===== src/rtl/lbwin_pkg.sv =====
package lbwin_pkg;

  localparam int ADDR_W   = 32;
  localparam int PAGE_LSB = 20;
  localparam int CODE_MAX = 11;

  localparam logic [2:0] CYC_IO = 3'd1;

  // memory window base register, packed in stored-bit order
  typedef struct packed {
    logic [11:0] page;
    logic [1:0]  swap;
    logic [3:0]  code;
    logic        pref;
    logic        en;
  } mbase_t;

  // memory window map register
  typedef struct packed {
    logic [11:0] page;
    logic [2:0]  cyc;
    logic        ad_low;
  } mmap_t;

  // I/O window base register
  typedef struct packed {
    logic [7:0] page;
    logic       en;
  } iobase_t;

  // translation result of one candidate window
  typedef struct packed {
    logic [ADDR_W-1:0] addr;
    logic [2:0]        cyc;
    logic              ad_low;
    logic              pref;
    logic [1:0]        swap;
  } xlate_t;

  // ones at every address bit that lies at or above the window size
  function automatic logic [ADDR_W-1:0] hi_mask(input logic [3:0] code);
    logic [ADDR_W-1:0] m;
    m = '1;
    if (code > 4'(CODE_MAX)) return '0;
    return m << (PAGE_LSB + int'(code));
  endfunction

  function automatic logic mem_hit(input logic [ADDR_W-1:0] a, input mbase_t b);
    logic [ADDR_W-1:0] m;
    m = hi_mask(b.code);
    return b.en && (b.code <= 4'(CODE_MAX)) &&
           (((a ^ {b.page, 20'h0}) & m) == '0);
  endfunction

  function automatic logic [ADDR_W-1:0] mem_xl(input logic [ADDR_W-1:0] a,
                                               input mmap_t mp,
                                               input logic [3:0] code);
    logic [ADDR_W-1:0] m;
    logic [ADDR_W-1:0] r;
    m = hi_mask(code);
    r = ({mp.page, 20'h0} & m) | (a & ~m);
    if (!mp.ad_low) r[1:0] = 2'b00;
    return r;
  endfunction

  function automatic logic io_hit(input logic [ADDR_W-1:0] a, input iobase_t b);
    return b.en && (a[31:24] == b.page);
  endfunction

  function automatic logic [ADDR_W-1:0] io_xl(input logic [ADDR_W-1:0] a,
                                              input logic [7:0] page);
    return {page, a[23:0]};
  endfunction

endpackage


===== src/rtl/lbwin_regs.sv =====
module lbwin_regs
  import lbwin_pkg::*;
#(
  parameter int MEM_WINS = 2,
  parameter int SEL_W    = 3
) (
  input  logic              clk,
  input  logic              rst_n,
  input  logic              we,
  input  logic [SEL_W-1:0]  sel,
  input  logic [31:0]       wdata,
  output mbase_t            mem_base [MEM_WINS],
  output mmap_t             mem_map  [MEM_WINS],
  output iobase_t           io_base,
  output logic [7:0]        io_map
);

  localparam int IO_BASE_SEL = 2 * MEM_WINS;
  localparam int IO_MAP_SEL  = 2 * MEM_WINS + 1;

  // fields of the write word that no register keeps
  logic unused_wbits;
  assign unused_wbits = ^{wdata[31:16] & 16'h0, wdata[19:10], wdata[2:1], io_base_unused_q};

  logic [6:0] io_base_unused_q;
  assign io_base_unused_q = wdata[7:1];

  always_ff @(posedge clk) begin
    if (!rst_n) begin
      for (int k = 0; k < MEM_WINS; k++) begin
        mem_base[k] <= '0;
        mem_map[k]  <= '0;
      end
      io_base <= '0;
      io_map  <= '0;
    end else if (we) begin
      for (int k = 0; k < MEM_WINS; k++) begin
        if (sel == SEL_W'(2 * k))
          mem_base[k] <= '{page: wdata[31:20], swap: wdata[9:8], code: wdata[7:4],
                           pref: wdata[3], en: wdata[0]};
        if (sel == SEL_W'(2 * k + 1))
          mem_map[k] <= '{page: wdata[15:4], cyc: wdata[3:1], ad_low: wdata[0]};
      end
      if (sel == SEL_W'(IO_BASE_SEL))
        io_base <= '{page: wdata[15:8], en: wdata[0]};
      if (sel == SEL_W'(IO_MAP_SEL))
        io_map <= wdata[15:8];
    end
  end

endmodule


===== src/rtl/lbwin_mem_win.sv =====
module lbwin_mem_win
  import lbwin_pkg::*;
(
  input  logic [ADDR_W-1:0] lb_addr,
  input  mbase_t            base,
  input  mmap_t             map,
  output logic              match,
  output xlate_t            xl
);

  always_comb begin
    match     = mem_hit(lb_addr, base);
    xl.addr   = mem_xl(lb_addr, map, base.code);
    xl.cyc    = map.cyc;
    xl.ad_low = map.ad_low;
    xl.pref   = base.pref;
    xl.swap   = base.swap;
  end

endmodule


===== src/rtl/lbwin_io_win.sv =====
module lbwin_io_win
  import lbwin_pkg::*;
(
  input  logic [ADDR_W-1:0] lb_addr,
  input  iobase_t           base,
  input  logic [7:0]        map_page,
  output logic              match,
  output xlate_t            xl
);

  always_comb begin
    match     = io_hit(lb_addr, base);
    xl.addr   = io_xl(lb_addr, map_page);
    xl.cyc    = CYC_IO;
    xl.ad_low = 1'b1;
    xl.pref   = 1'b0;
    xl.swap   = 2'b00;
  end

endmodule


===== src/rtl/lbwin_prio.sv =====
module lbwin_prio
  import lbwin_pkg::*;
#(
  parameter int NWIN  = 3,
  parameter int IDX_W = 2
) (
  input  logic [NWIN-1:0]  match,
  input  xlate_t           cand [NWIN],
  output xlate_t           sel,
  output logic [IDX_W-1:0] idx,
  output logic             hit
);

  // walk from the highest index down so the lowest match is written last
  always_comb begin
    sel = '0;
    idx = '0;
    hit = 1'b0;
    for (int i = NWIN - 1; i >= 0; i--) begin
      if (match[i]) begin
        sel = cand[i];
        idx = IDX_W'(i);
        hit = 1'b1;
      end
    end
  end

endmodule


===== src/rtl/lbwin_xlate.sv =====
module lbwin_xlate
  import lbwin_pkg::*;
#(
  parameter int MEM_WINS = 2,
  localparam int NWIN    = MEM_WINS + 1,
  localparam int SEL_W   = $clog2(2 * NWIN),
  localparam int IDX_W   = $clog2(NWIN)
) (
  input  logic              clk,
  input  logic              rst_n,
  input  logic              cfg_we,
  input  logic [SEL_W-1:0]  cfg_sel,
  input  logic [31:0]       cfg_wdata,
  input  logic [31:0]       lb_addr,
  output logic [31:0]       pci_addr,
  output logic [2:0]        pci_cyc,
  output logic              pci_ad_low,
  output logic              pci_pref,
  output logic [1:0]        pci_swap,
  output logic              win_hit,
  output logic              win_miss,
  output logic [IDX_W-1:0]  win_idx
);

  mbase_t     mem_base [MEM_WINS];
  mmap_t      mem_map  [MEM_WINS];
  iobase_t    io_base;
  logic [7:0] io_map;

  // named internal events for the checker
  logic [NWIN-1:0]           win_match;
  logic [MEM_WINS-1:0]       mem_en;
  logic [MEM_WINS-1:0][15:0] mem_map_bits;
  xlate_t                    cand [NWIN];
  xlate_t                    chosen;

  lbwin_regs #(.MEM_WINS(MEM_WINS), .SEL_W(SEL_W)) u_regs (
    .clk     (clk),
    .rst_n   (rst_n),
    .we      (cfg_we),
    .sel     (cfg_sel),
    .wdata   (cfg_wdata),
    .mem_base(mem_base),
    .mem_map (mem_map),
    .io_base (io_base),
    .io_map  (io_map)
  );

  for (genvar k = 0; k < MEM_WINS; k++) begin : g_mem
    lbwin_mem_win u_win (
      .lb_addr(lb_addr),
      .base   (mem_base[k]),
      .map    (mem_map[k]),
      .match  (win_match[k]),
      .xl     (cand[k])
    );
    assign mem_en[k]       = mem_base[k].en;
    assign mem_map_bits[k] = mem_map[k];
  end

  lbwin_io_win u_io (
    .lb_addr (lb_addr),
    .base    (io_base),
    .map_page(io_map),
    .match   (win_match[NWIN-1]),
    .xl      (cand[NWIN-1])
  );

  lbwin_prio #(.NWIN(NWIN), .IDX_W(IDX_W)) u_prio (
    .match(win_match),
    .cand (cand),
    .sel  (chosen),
    .idx  (win_idx),
    .hit  (win_hit)
  );

  assign win_miss   = !win_hit;
  assign pci_addr   = chosen.addr;
  assign pci_cyc    = chosen.cyc;
  assign pci_ad_low = chosen.ad_low;
  assign pci_pref   = chosen.pref;
  assign pci_swap   = chosen.swap;

endmodule


===== config.mk =====
export PLATFORM = sky130hd
export DESIGN_NAME = lbwin_xlate
export DESIGN_NICKNAME = d
export VERILOG_FILES = /design/src/rtl/lbwin_pkg.sv /design/src/rtl/lbwin_regs.sv /design/src/rtl/lbwin_mem_win.sv /design/src/rtl/lbwin_io_win.sv /design/src/rtl/lbwin_prio.sv /design/src/rtl/lbwin_xlate.sv
export SDC_FILE = /design/constraint.sdc
export NUM_CORES = 1
export LEC_CHECK = 0
export CORE_AREA = 10 10 88 166
export DETAILED_ROUTE_END_ITERATION = 7
export DIE_AREA = 0 0 98 176
export HOLD_SLACK_MARGIN = 0.1
export PLACE_DENSITY = 0.7
export SLEW_MARGIN = 20
export SYNTH_ARGS = -nofsm -noshare
export SYNTH_HDL_FRONTEND = slang
export SYNTH_SLANG_ARGS = --single-unit
export TNS_END_PERCENT = 5

===== constraint.sdc =====
create_clock -name clk -period 3.8 [get_ports clk]
set_input_delay 0.57 -clock clk [delete_from_list [all_inputs] [get_ports clk]]
set_output_delay 0.57 -clock clk [all_outputs]
set_load 0.02 [all_outputs]

Word-level counts from Yosys, hierarchy flattened
Cells that the tools add are included.
{ "classes": {"addsub": 2, "order_cmp": 4, "eq_ne": 6, "shifts": 2, "n_mux": 17, "bitwise": 12, "n_reduce_logical": 15} }
{ "op_table": {"columns": ["operator", "count"], "rows": [
  ["$and 32x32->32", 6],
  ["$mux 32", 4],
  ["$mux 39", 3],
  ["$logic_not 32->1", 2],
  ["$not 32->32", 2],
  ["$or 32x32->32", 2],
  ["$shl 32x32->32 const A", 2],
  ["$xor 32x32->32", 2],
  ["$add 5x4->6 const A", 2],
  ["$reduce_and 2->1", 6],
  ["$mux 2", 5],
  ["$eq 8x8->1", 1],
  ["$gt 4x4->1 const B", 2],
  ["$le 4x4->1 const B", 2],
  ["$eq 3x2->1 const B", 2],
  ["$eq 3x3->1 const B", 2],
  ["$logic_and 1x1->1", 5],
  ["$mux 1", 5],
  ["$eq 3x1->1 const B", 1],
  ["$logic_not 3->1", 1],
  ["$logic_not 1->1", 1]
]} }
{ "word_totals": {"regBits": 89, "input_bits": 70, "out_inout_bits": 43, "wordCells": 77} }

Longest topological paths before layout
Gate-level depths: netlist of the first run.
{ "depth": {"ltp_word": 9, "ltp_mapped": 12} }

Hierarchy
Synthesis of the first run repeated with hierarchy kept, for this count alone.
{ "unflattened": {"cells_unflattened": 768, "hier_area_um2": 6272.3} }
{ "by_module_without_submodules": {"columns": ["mod", "instances", "cells_each", "area_each_um2", "seq_area_each_um2"], "rows": [
  ["lbwin_regs", 1, 325, 3289.4, 1781.7],
  ["lbwin_mem_win", 2, 104, 739.5, 0.0],
  ["lbwin_prio", 1, 181, 1104.8, 0.0],
  ["lbwin_io_win", 1, 53, 395.4, 0.0],
  ["lbwin_xlate", 1, 1, 3.8, 0.0]
]} }

Worst setup path after synthesis of the first run
No wires, ideal clock.
{ "synth_path": {"path_kind": "flip-flop to output port", "start": "register, netlist name u_regs.mem_base[4]", "end": "output port pci_addr[27]", "t_arrival_ns": 2.779, "slack_ns": 0.451, "path_stages_with_launch": 11, "path_buffers": 1, "path_cell_list": "dfxtp_1 buf_6 inv_1 ha_1 nor2b_4 a31oi_2 a2111oi_4 nand4_4 nor2_8 mux2_2 o21ai_0"} }
{ "synth_via": {"elab_chain_len": 8, "word_cells_on_any_way": 16, "cone_classes": "add/sub (1); order compare (2); shift (1); mux (4); bitwise (5); reduce/logical (3)"} }
{ "synth_lines": {"columns": ["item", "line", "source"], "rows": [
  ["$add 5x4->6 or $gt 4x4->1 (tied branches)", "lbwin_pkg.sv:45, lbwin_pkg.sv:44", null],
  ["$shl 32x32->32 or $mux 1 (tied branches)", "lbwin_pkg.sv:45, lbwin_pkg.sv:44", null],
  ["$mux 32", "lbwin_pkg.sv:45", "return m << (PAGE_LSB + int'(code));"],
  ["$and 32x32->32 or $not 32->32 (tied branches)", "lbwin_pkg.sv:52, lbwin_pkg.sv:61", null],
  ["$logic_not 32->1 or $and 32x32->32 (tied branches)", "lbwin_pkg.sv:52, lbwin_pkg.sv:61", null],
  ["$logic_and 1x1->1 or $or 32x32->32 (tied branches)", "lbwin_pkg.sv:51, lbwin_pkg.sv:61", null],
  ["$mux 39 (*) (2 in series)", "lbwin_prio.sv:20", "if (match[i]) begin"],
  ["end: declaration", "lbwin_xlate.sv:15", "output logic [31:0] pci_addr,"]
]} }
Every way passes the cells marked *; elsewhere a longest branch is shown, timed or not.

Worst setup path in the final report of the first run
{ "layout_path": {"start": "register, netlist name u_regs.mem_base[4]", "end": "output port pci_addr[23]"} }
{ "layout_via": {"elab_chain_len": 8, "word_cells_on_any_way": 16, "cone_classes": "add/sub (1); order compare (2); shift (1); mux (4); bitwise (5); reduce/logical (3)"} }
{ "layout_lines": {"columns": ["item", "line"], "rows": [
  ["$add 5x4->6 or $gt 4x4->1 (tied branches)", "lbwin_pkg.sv:45, lbwin_pkg.sv:44"],
  ["$shl 32x32->32 or $mux 1 (tied branches)", "lbwin_pkg.sv:45, lbwin_pkg.sv:44"],
  ["$mux 32", "lbwin_pkg.sv:45"],
  ["$and 32x32->32 or $not 32->32 (tied branches)", "lbwin_pkg.sv:52, lbwin_pkg.sv:61"],
  ["$logic_not 32->1 or $and 32x32->32 (tied branches)", "lbwin_pkg.sv:52, lbwin_pkg.sv:61"],
  ["$logic_and 1x1->1 or $or 32x32->32 (tied branches)", "lbwin_pkg.sv:51, lbwin_pkg.sv:61"],
  ["$mux 39 (*) (2 in series)", "lbwin_prio.sv:20"]
]} }
Marked as above.

==> impl_metrics.ini, run 1 <==
[timing]
fin_crit_sh = 0.9803
slew_headroom = 0.3878
finalMaxSlewViolations = 0
finalSetupViolations = 0
rsz0062_at_grt = true
max_freq_ghz = 0.2684
fin_skew_ps = 0
worst_pin_slew_ps = 916.1
finalHoldViolations = 0
hold_ws_ps = 463.1
layout_setup_ws_ps = 74.83
min_period_ps = 3725

[place]
port_buffers = 108
pre_cts_ws_ps = -335.6
hpwlAfterDp_mm = 14.68
gp_congestion = 0.9312

[setup_path]
r2r-start = u_regs.mem_base[24]$_SDFFE_PN0P_
cp_slowest_stage_delay_ps = 440
critPathKind = reg2out
critPathSlowestCell = a2111oi_4
cp_cell_sequence = inv_1 > ha_4 > nor2b_4 > a31oi_2 > a2111oi_4 > nand4_4 > buf_6 > buf_4 > nor4_1 > a211o_1 > clkdlybuf4s15_1
worstPathArrival_ps = 3160
crit_required_ps = 3230
critical_path_peak_fanout = 4
rr_worst_depth = 3
cp-start-kind = flop
r2r_setup_slack_ps = 2970
cp-end-kind = primary output
worstReg2RegEnd = u_regs.mem_base[24]$_SDFFE_PN0P_

[cts]
cts_setup_buffers = 0
cts-hold-fix-buffers = 0
path_clk_slew_ps = 70
cts_buffers = 9
clock_latency_ps = 350
cts_tree = yes
root_buffer = clkbuf_16
cts_sinks = 89
cts_max_path_buffers = 2
htree_num_levels = 3

[logic_synthesis]
postSynthCellCount = 659
async_flop_share = 0
synth-seq-cells = 89
yosysMostFrequentCell = nand2_1
synth_top_cell_by_area = dfxtp_1
synth_top_area_frac = 0.3414
synth-edff-count = 0
synth_ff_type = dfxtp_1
synthTopCellsByArea = dfxtp_1 (34%), nand2_1 (15%), a21boi_0 (13%)
ys_warn_count = 0
yosysUniqueCellTypes = 56
syn_area_per_cell_um2 = 7.919
syn_nets = 737
synth_commonest_cells = nand2_1 (209), a21boi_0 (92), dfxtp_1 (89)
yosysSeqAreaShare = 0.3414
syn_area_mm2 = 0.005219

[global_routing]
track_usage = 0.2133
met2_usage = 0.3812
grt_max_degree = 47
grt_pass1_vias = 5268
top_usage_layer = met2
grtUsageMet1 = 0.2129
antenna_found_initial = 0
grt_overflow = 0
grt_pass1_wl_mm = 28.82
met3_usage = 0.04305

[floorplanning]
die_area_mm2 = 0.01725
ios = 113
rows = 57
initial_utilization = 0.4330
die_h_um = 176
fp.coreArea_mm2 = 0.01205
die_w_um = 98

[power]
leakagePower_nw = 2.890
vdd_drop_max_uv = 306.9
powerDensity_mw_per_mm2 = 319.1
p_total_mw = 2.308

[finish]
area_growth_pct = 38.60
antennaDiodeCount = 0
drive_gt1_frac = 0.1835
fill_cells = 1115
final_nets = 896

[route]
dr_total_vias = 5149
drtPass1Iterations = 4
routed_via_density = 5.308
ant_nets = 0
wl_mm = 18.91
drc = 0
dr.first_iter.drc_count = 238
avgRoutedWirePerCell_um = 19.50

[worst_hold_path]
hold_class = reg2reg
min_from = u_regs.io_map[4]$_SDFFE_PN0P_
hold_end = u_regs.io_map[4]$_SDFFE_PN0P_
whs_path_depth = 2

[job]
maxCapViolCount = 0

[run_status]
outcome = finished clean
-- critical path, delay by kind of cell, from the launching register on --
family / cells / cell delay (ps)
buffers and inverters: 4 / 740
AO/OA/AOI/OAI: 3 / 720
AND/OR/NAND/NOR: 3 / 690
flip-flops: 1 / 360
adder cells (fa/ha/maj): 1 / 290
-- cells in the final DEF, fill, tap and decap left out, types with 3 or more instances in the layout --
cell type          n
o21ai_0           12
o21a_1             4
clkdlybuf4s50_1   63
a211oi_1           5
nand2_1          209
a21oi_2            4
a211o_1            3
nor4_1             4
mux2i_1           28
clkdlybuf4s15_1    6
nor3_2             4
buf_6              3
dfxtp_1           87
bufinv_16          3
a21boi_1           5
inv_1             11
nand2b_1           6
nor3_1             3
xnor2_1           15
xor2_1            17
buf_2              7
a21oi_1           14
clkbuf_16          9
a21boi_0          89
dlygate4sd2_1     18
nor2b_4            3
nor2_1            13
nand3_1            7
mux2_2             9
buf_4             72
and2_1            13
clkdlybuf4s15_2    5
ha_1               5
clkbuf_2           8
nor2b_1           12
-- stage by stage --
step / utilization / TNS [ps] / std cells / instance area, um2
floorplan: - / 0 / 659 / 5219
global placement: 0.5712 / -9292 / 954 / 6884
detailed placement: 0.5712 / -11540 / 954 / 6884
CTS: 0.6011 / 0 / 970 / 7244
global route: 0.6001 / -295.8 / 970 / 7233
finish: 0.6001 / 0 / 970 / 7233
-- cell type report --
| cell class | instances | area (um2) | share of cell area |
|---|---|---|---|
| well taps | 147 | 183.9 | 0.02543 |
| multi-input cells | 521 | 3282 | 0.4537 |
| flip-flops and latches | 89 | 1784 | 0.2467 |
| clock inverters | 4 | 98.84 | 0.01367 |
| inverters | 13 | 51.30 | 0.007092 |
| repair buffers | 184 | 1587 | 0.2193 |
| clock buffers | 12 | 246.5 | 0.03408 |
-- cells by family after synthesis --
logic type	count (synthesis)	share of synthesized area
xor gates and xnor gates	32	0.05370
muxes	37	0.07312
DFF	89	0.3414
and+or+nand+nor	287	0.2460
AOI/OAI and AO/OA	157	0.2213
adders and majority gates	8	0.01918
buffers and inverters	49	0.04531
-- metal layers --
metal	part of all wire	up-vias
met5	0	-
met4	0.064	0
met3	0.043	44
met2	0.52	170
met1	0.37	2402
li1	-	2533
-- registers in the layout, indices dropped and copies added, names as in the netlist --
register / flops
u_regs.mem_base: 40
u_regs.mem_map: 32
u_regs.io_base: 9
u_regs.io_map: 8
-- power breakdown --
group / switching (mW) / internal (mW) / total (mW) / leakage, nW
Sequential: 0.0140 / 0.953 / 0.967 / 0.721
Clock: 0.380 / 0.664 / 1.04 / 0.167
Combinational: 0.146 / 0.152 / 0.298 / 2.00
Total: 0.540 / 1.77 / 2.31 / 2.89
-- worst max path at each step --
stage                               startpoint           end  slack, ps  cells past startpoint
2_1_floorplan  u_regs.mem_base[4]$_SDFFE_PN0P_  pci_addr[27]        450                     10
3_3_place_gp                       lb_addr[31]   pci_addr[1]       -290                     11
3_5_place_dp                       lb_addr[31]  pci_addr[10]       -340                     10
4_1_cts        u_regs.mem_base[4]$_SDFFE_PN0P_  pci_addr[27]          2                     10
5_1_grt                            lb_addr[11]  pci_addr[23]        -50                     11
6_report       u_regs.mem_base[4]$_SDFFE_PN0P_  pci_addr[23]         70                     11
-- timing repair --
item | CTS | global route
resized for setup | 83 | 40
pin swaps | 1 | 1
setup endpoints to repair | 43 | 41
Note: power is estimated with default switching activity, not from simulation.
==> inputs of run 2 (changes only) <==
--- a/config.mk
+++ b/config.mk
@@ -10,6 +10,7 @@
 export DIE_AREA = 0 0 98 176
 export HOLD_SLACK_MARGIN = 0.1
 export PLACE_DENSITY = 0.7
+export SKIP_CTS_REPAIR_TIMING = 1
 export SLEW_MARGIN = 20
 export SYNTH_ARGS = -nofsm -noshare
 export SYNTH_HDL_FRONTEND = slang
==> run 2 against run 1 <==
  * Hold slack about the same
  * Largest cell class unchanged
  * Register-to-register slack is essentially flat
  * Power about the same
  * Count of clock-buffer cells in the layout is the same
  * Clock power is essentially flat
  * Largest power group unchanged
  * Routed wire length about the same
  * Combinational power about the same
  * Die area stayed put
  * Critical endpoint is now pci_addr[29]
  * Design area increased by 1.6%
  * Clock skew stayed put
  * Via count shrank 0.25%
==> impl_metrics.ini, run 2 (synthesized netlist as in run 1, its figures left out) <==
[floorplanning]
die_w_um = 98
fp.coreArea_mm2 = 0.01205
ios = 113
die_area_mm2 = 0.01725
rows = 57
die_h_um = 176
initial_utilization = 0.4330

[setup_path]
cp-end-kind = primary output
cp-start-kind = flop
crit_required_ps = 3230
worstPathArrival_ps = 3150
critical_path_peak_fanout = 6
r2r-start = u_regs.mem_base[24]$_SDFFE_PN0P_
r2r_setup_slack_ps = 2970
critPathKind = reg2out
rr_worst_depth = 3
worstReg2RegEnd = u_regs.mem_base[24]$_SDFFE_PN0P_

[power]
vdd_drop_max_uv = 307.2
leakagePower_nw = 3.348
power.internal_mw = 1.770
comb_power_share = 0.129
pwr-share-seq = 0.419
p_sw_frac = 0.2331
powerDensity_mw_per_mm2 = 314.1
power_frac_clock = 0.452
power.switching_mw = 0.5380

[finish]
final_cell_mix = nand2_1 (209), a21boi_0 (91), dfxtp_1 (87), buf_4 (81), clkdlybuf4s50_1 (64)
drive_gt1_frac = 0.1778
antennaDiodeCount = 0
regMostFlops = u_regs.mem_base
largest_reg_flops = 40
biggestRegsByFlops = u_regs.mem_base (40), u_regs.mem_map (32), u_regs.io_base (9)
fin_area_mm2 = 0.007347
final_nets = 900
final_cells = 974
area_growth_pct = 40.78
final_common_cell = nand2_1
final_util = 0.6096

[route]
wl_met1_mm = 7.043
met2_length_mm = 9.813
ant_nets = 0
dr.first_iter.drc_count = 229
wl_mm = 18.90
top_layer_used = met4
avgRoutedWirePerCell_um = 19.41
dr_wl_met3_um = 810
dr_total_vias = 5136
routed_via_density = 5.273
drc = 0
drtPass1Iterations = 5

[place]
place_area_mm2 = 0.006884
place_inst = 954
gp_congestion = 0.9312
hpwlAfterDp_mm = 14.68
port_buffers = 108

[global_routing]
grt_pass1_wl_mm = 28.80
grt_pass1_vias = 5259
antenna_found_initial = 0
track_usage = 0.2134
grt_max_degree = 47
grt_overflow = 0

[cts]
cts_sinks = 89
clock_latency_ps = 350
htree_num_levels = 3
root_buffer = clkbuf_16
cts_tree = yes
cts_buffers = 9
path_clk_slew_ps = 60
cts_max_path_buffers = 2

[worst_hold_path]
hold_class = reg2reg
whs_path_depth = 2
min_from = u_regs.mem_map[30]$_SDFFE_PN0P_
hold_end = u_regs.mem_map[30]$_SDFFE_PN0P_

[timing]
rsz0062_at_grt = true
slew_headroom = 0.3973
fin_skew_ps = 0
tns_ps = 0
hold_ws_ps = 463.3
worst_pin_slew_ps = 901.8
min_period_ps = 3723
max_freq_ghz = 0.2686
finalHoldViolations = 0
finalMaxSlewViolations = 0
fin_crit_sh = 0.9798
finalSetupViolations = 0

[job]
maxCapViolCount = 0

[run_status]
outcome = finished clean
==> run 2: stage by stage <==
stage / setup slack (ps) / total power [mW]
2_1_floorplan: 451.5 / 1.104
3_3_place_gp: -294.2 / 1.272
3_5_place_dp: -335.6 / 1.277
4_1_cts: -438.5 / 2.318
5_1_grt: -41.16 / 2.383
6_report: 76.83 / 2.308
==> run 2: cell type report <==
type / instances / area [um2]
well taps: 147 / 183.9
inverters: 13 / 48.80
fillers: 1080 / 4706
flip-flops and latches: 89 / 1784
clock inverters: 4 / 98.84
clock buffers: 12 / 246.5
repair buffers: 188 / 1704
multi-input cells: 521 / 3281
==> run 2: routing by layer <==
layer,up-vias,global-route usage
li1,2539,-
met1,2404,0.2124
met2,146,0.3820
met3,47,0.04618
met4,0,0.1486
met5,-,0
==> run 2: critical path, stage by stage (launching register included) <==
cell and delay, ps:
dfxtp_2 360, inv_1 90, ha_4 290, nor2b_4 200
a31oi_4 120, a2111oi_4 490, nand4_4 190, nor2_8 190
buf_4 160, mux2_2 320, mux2i_1 190, buf_4 180
==> run 2: power groups by stage <==
stage                     clock network, mW  logic, mW  registers (mW)
after CTS                              1.06      0.292           0.966
after floorplan                           0      0.121           0.983
final                                  1.04      0.298           0.967
after detailed placement                  0      0.290           0.987
after global routing                   1.10      0.319           0.968
after global placement                    0      0.286           0.986
==> run 2: worst max path at each step <==
stage / from / endpoint / cells after the start
finish: u_regs.mem_base[4]$_SDFFE_PN0P_ / pci_addr[29] / 11
CTS: u_regs.mem_base[4]$_SDFFE_PN0P_ / pci_addr[0] / 10
floorplan: u_regs.mem_base[4]$_SDFFE_PN0P_ / pci_addr[27] / 10
detailed placement: lb_addr[31] / pci_addr[10] / 10
global route: u_regs.mem_base[4]$_SDFFE_PN0P_ / pci_addr[18] / 12
global placement: lb_addr[31] / pci_addr[1] / 11
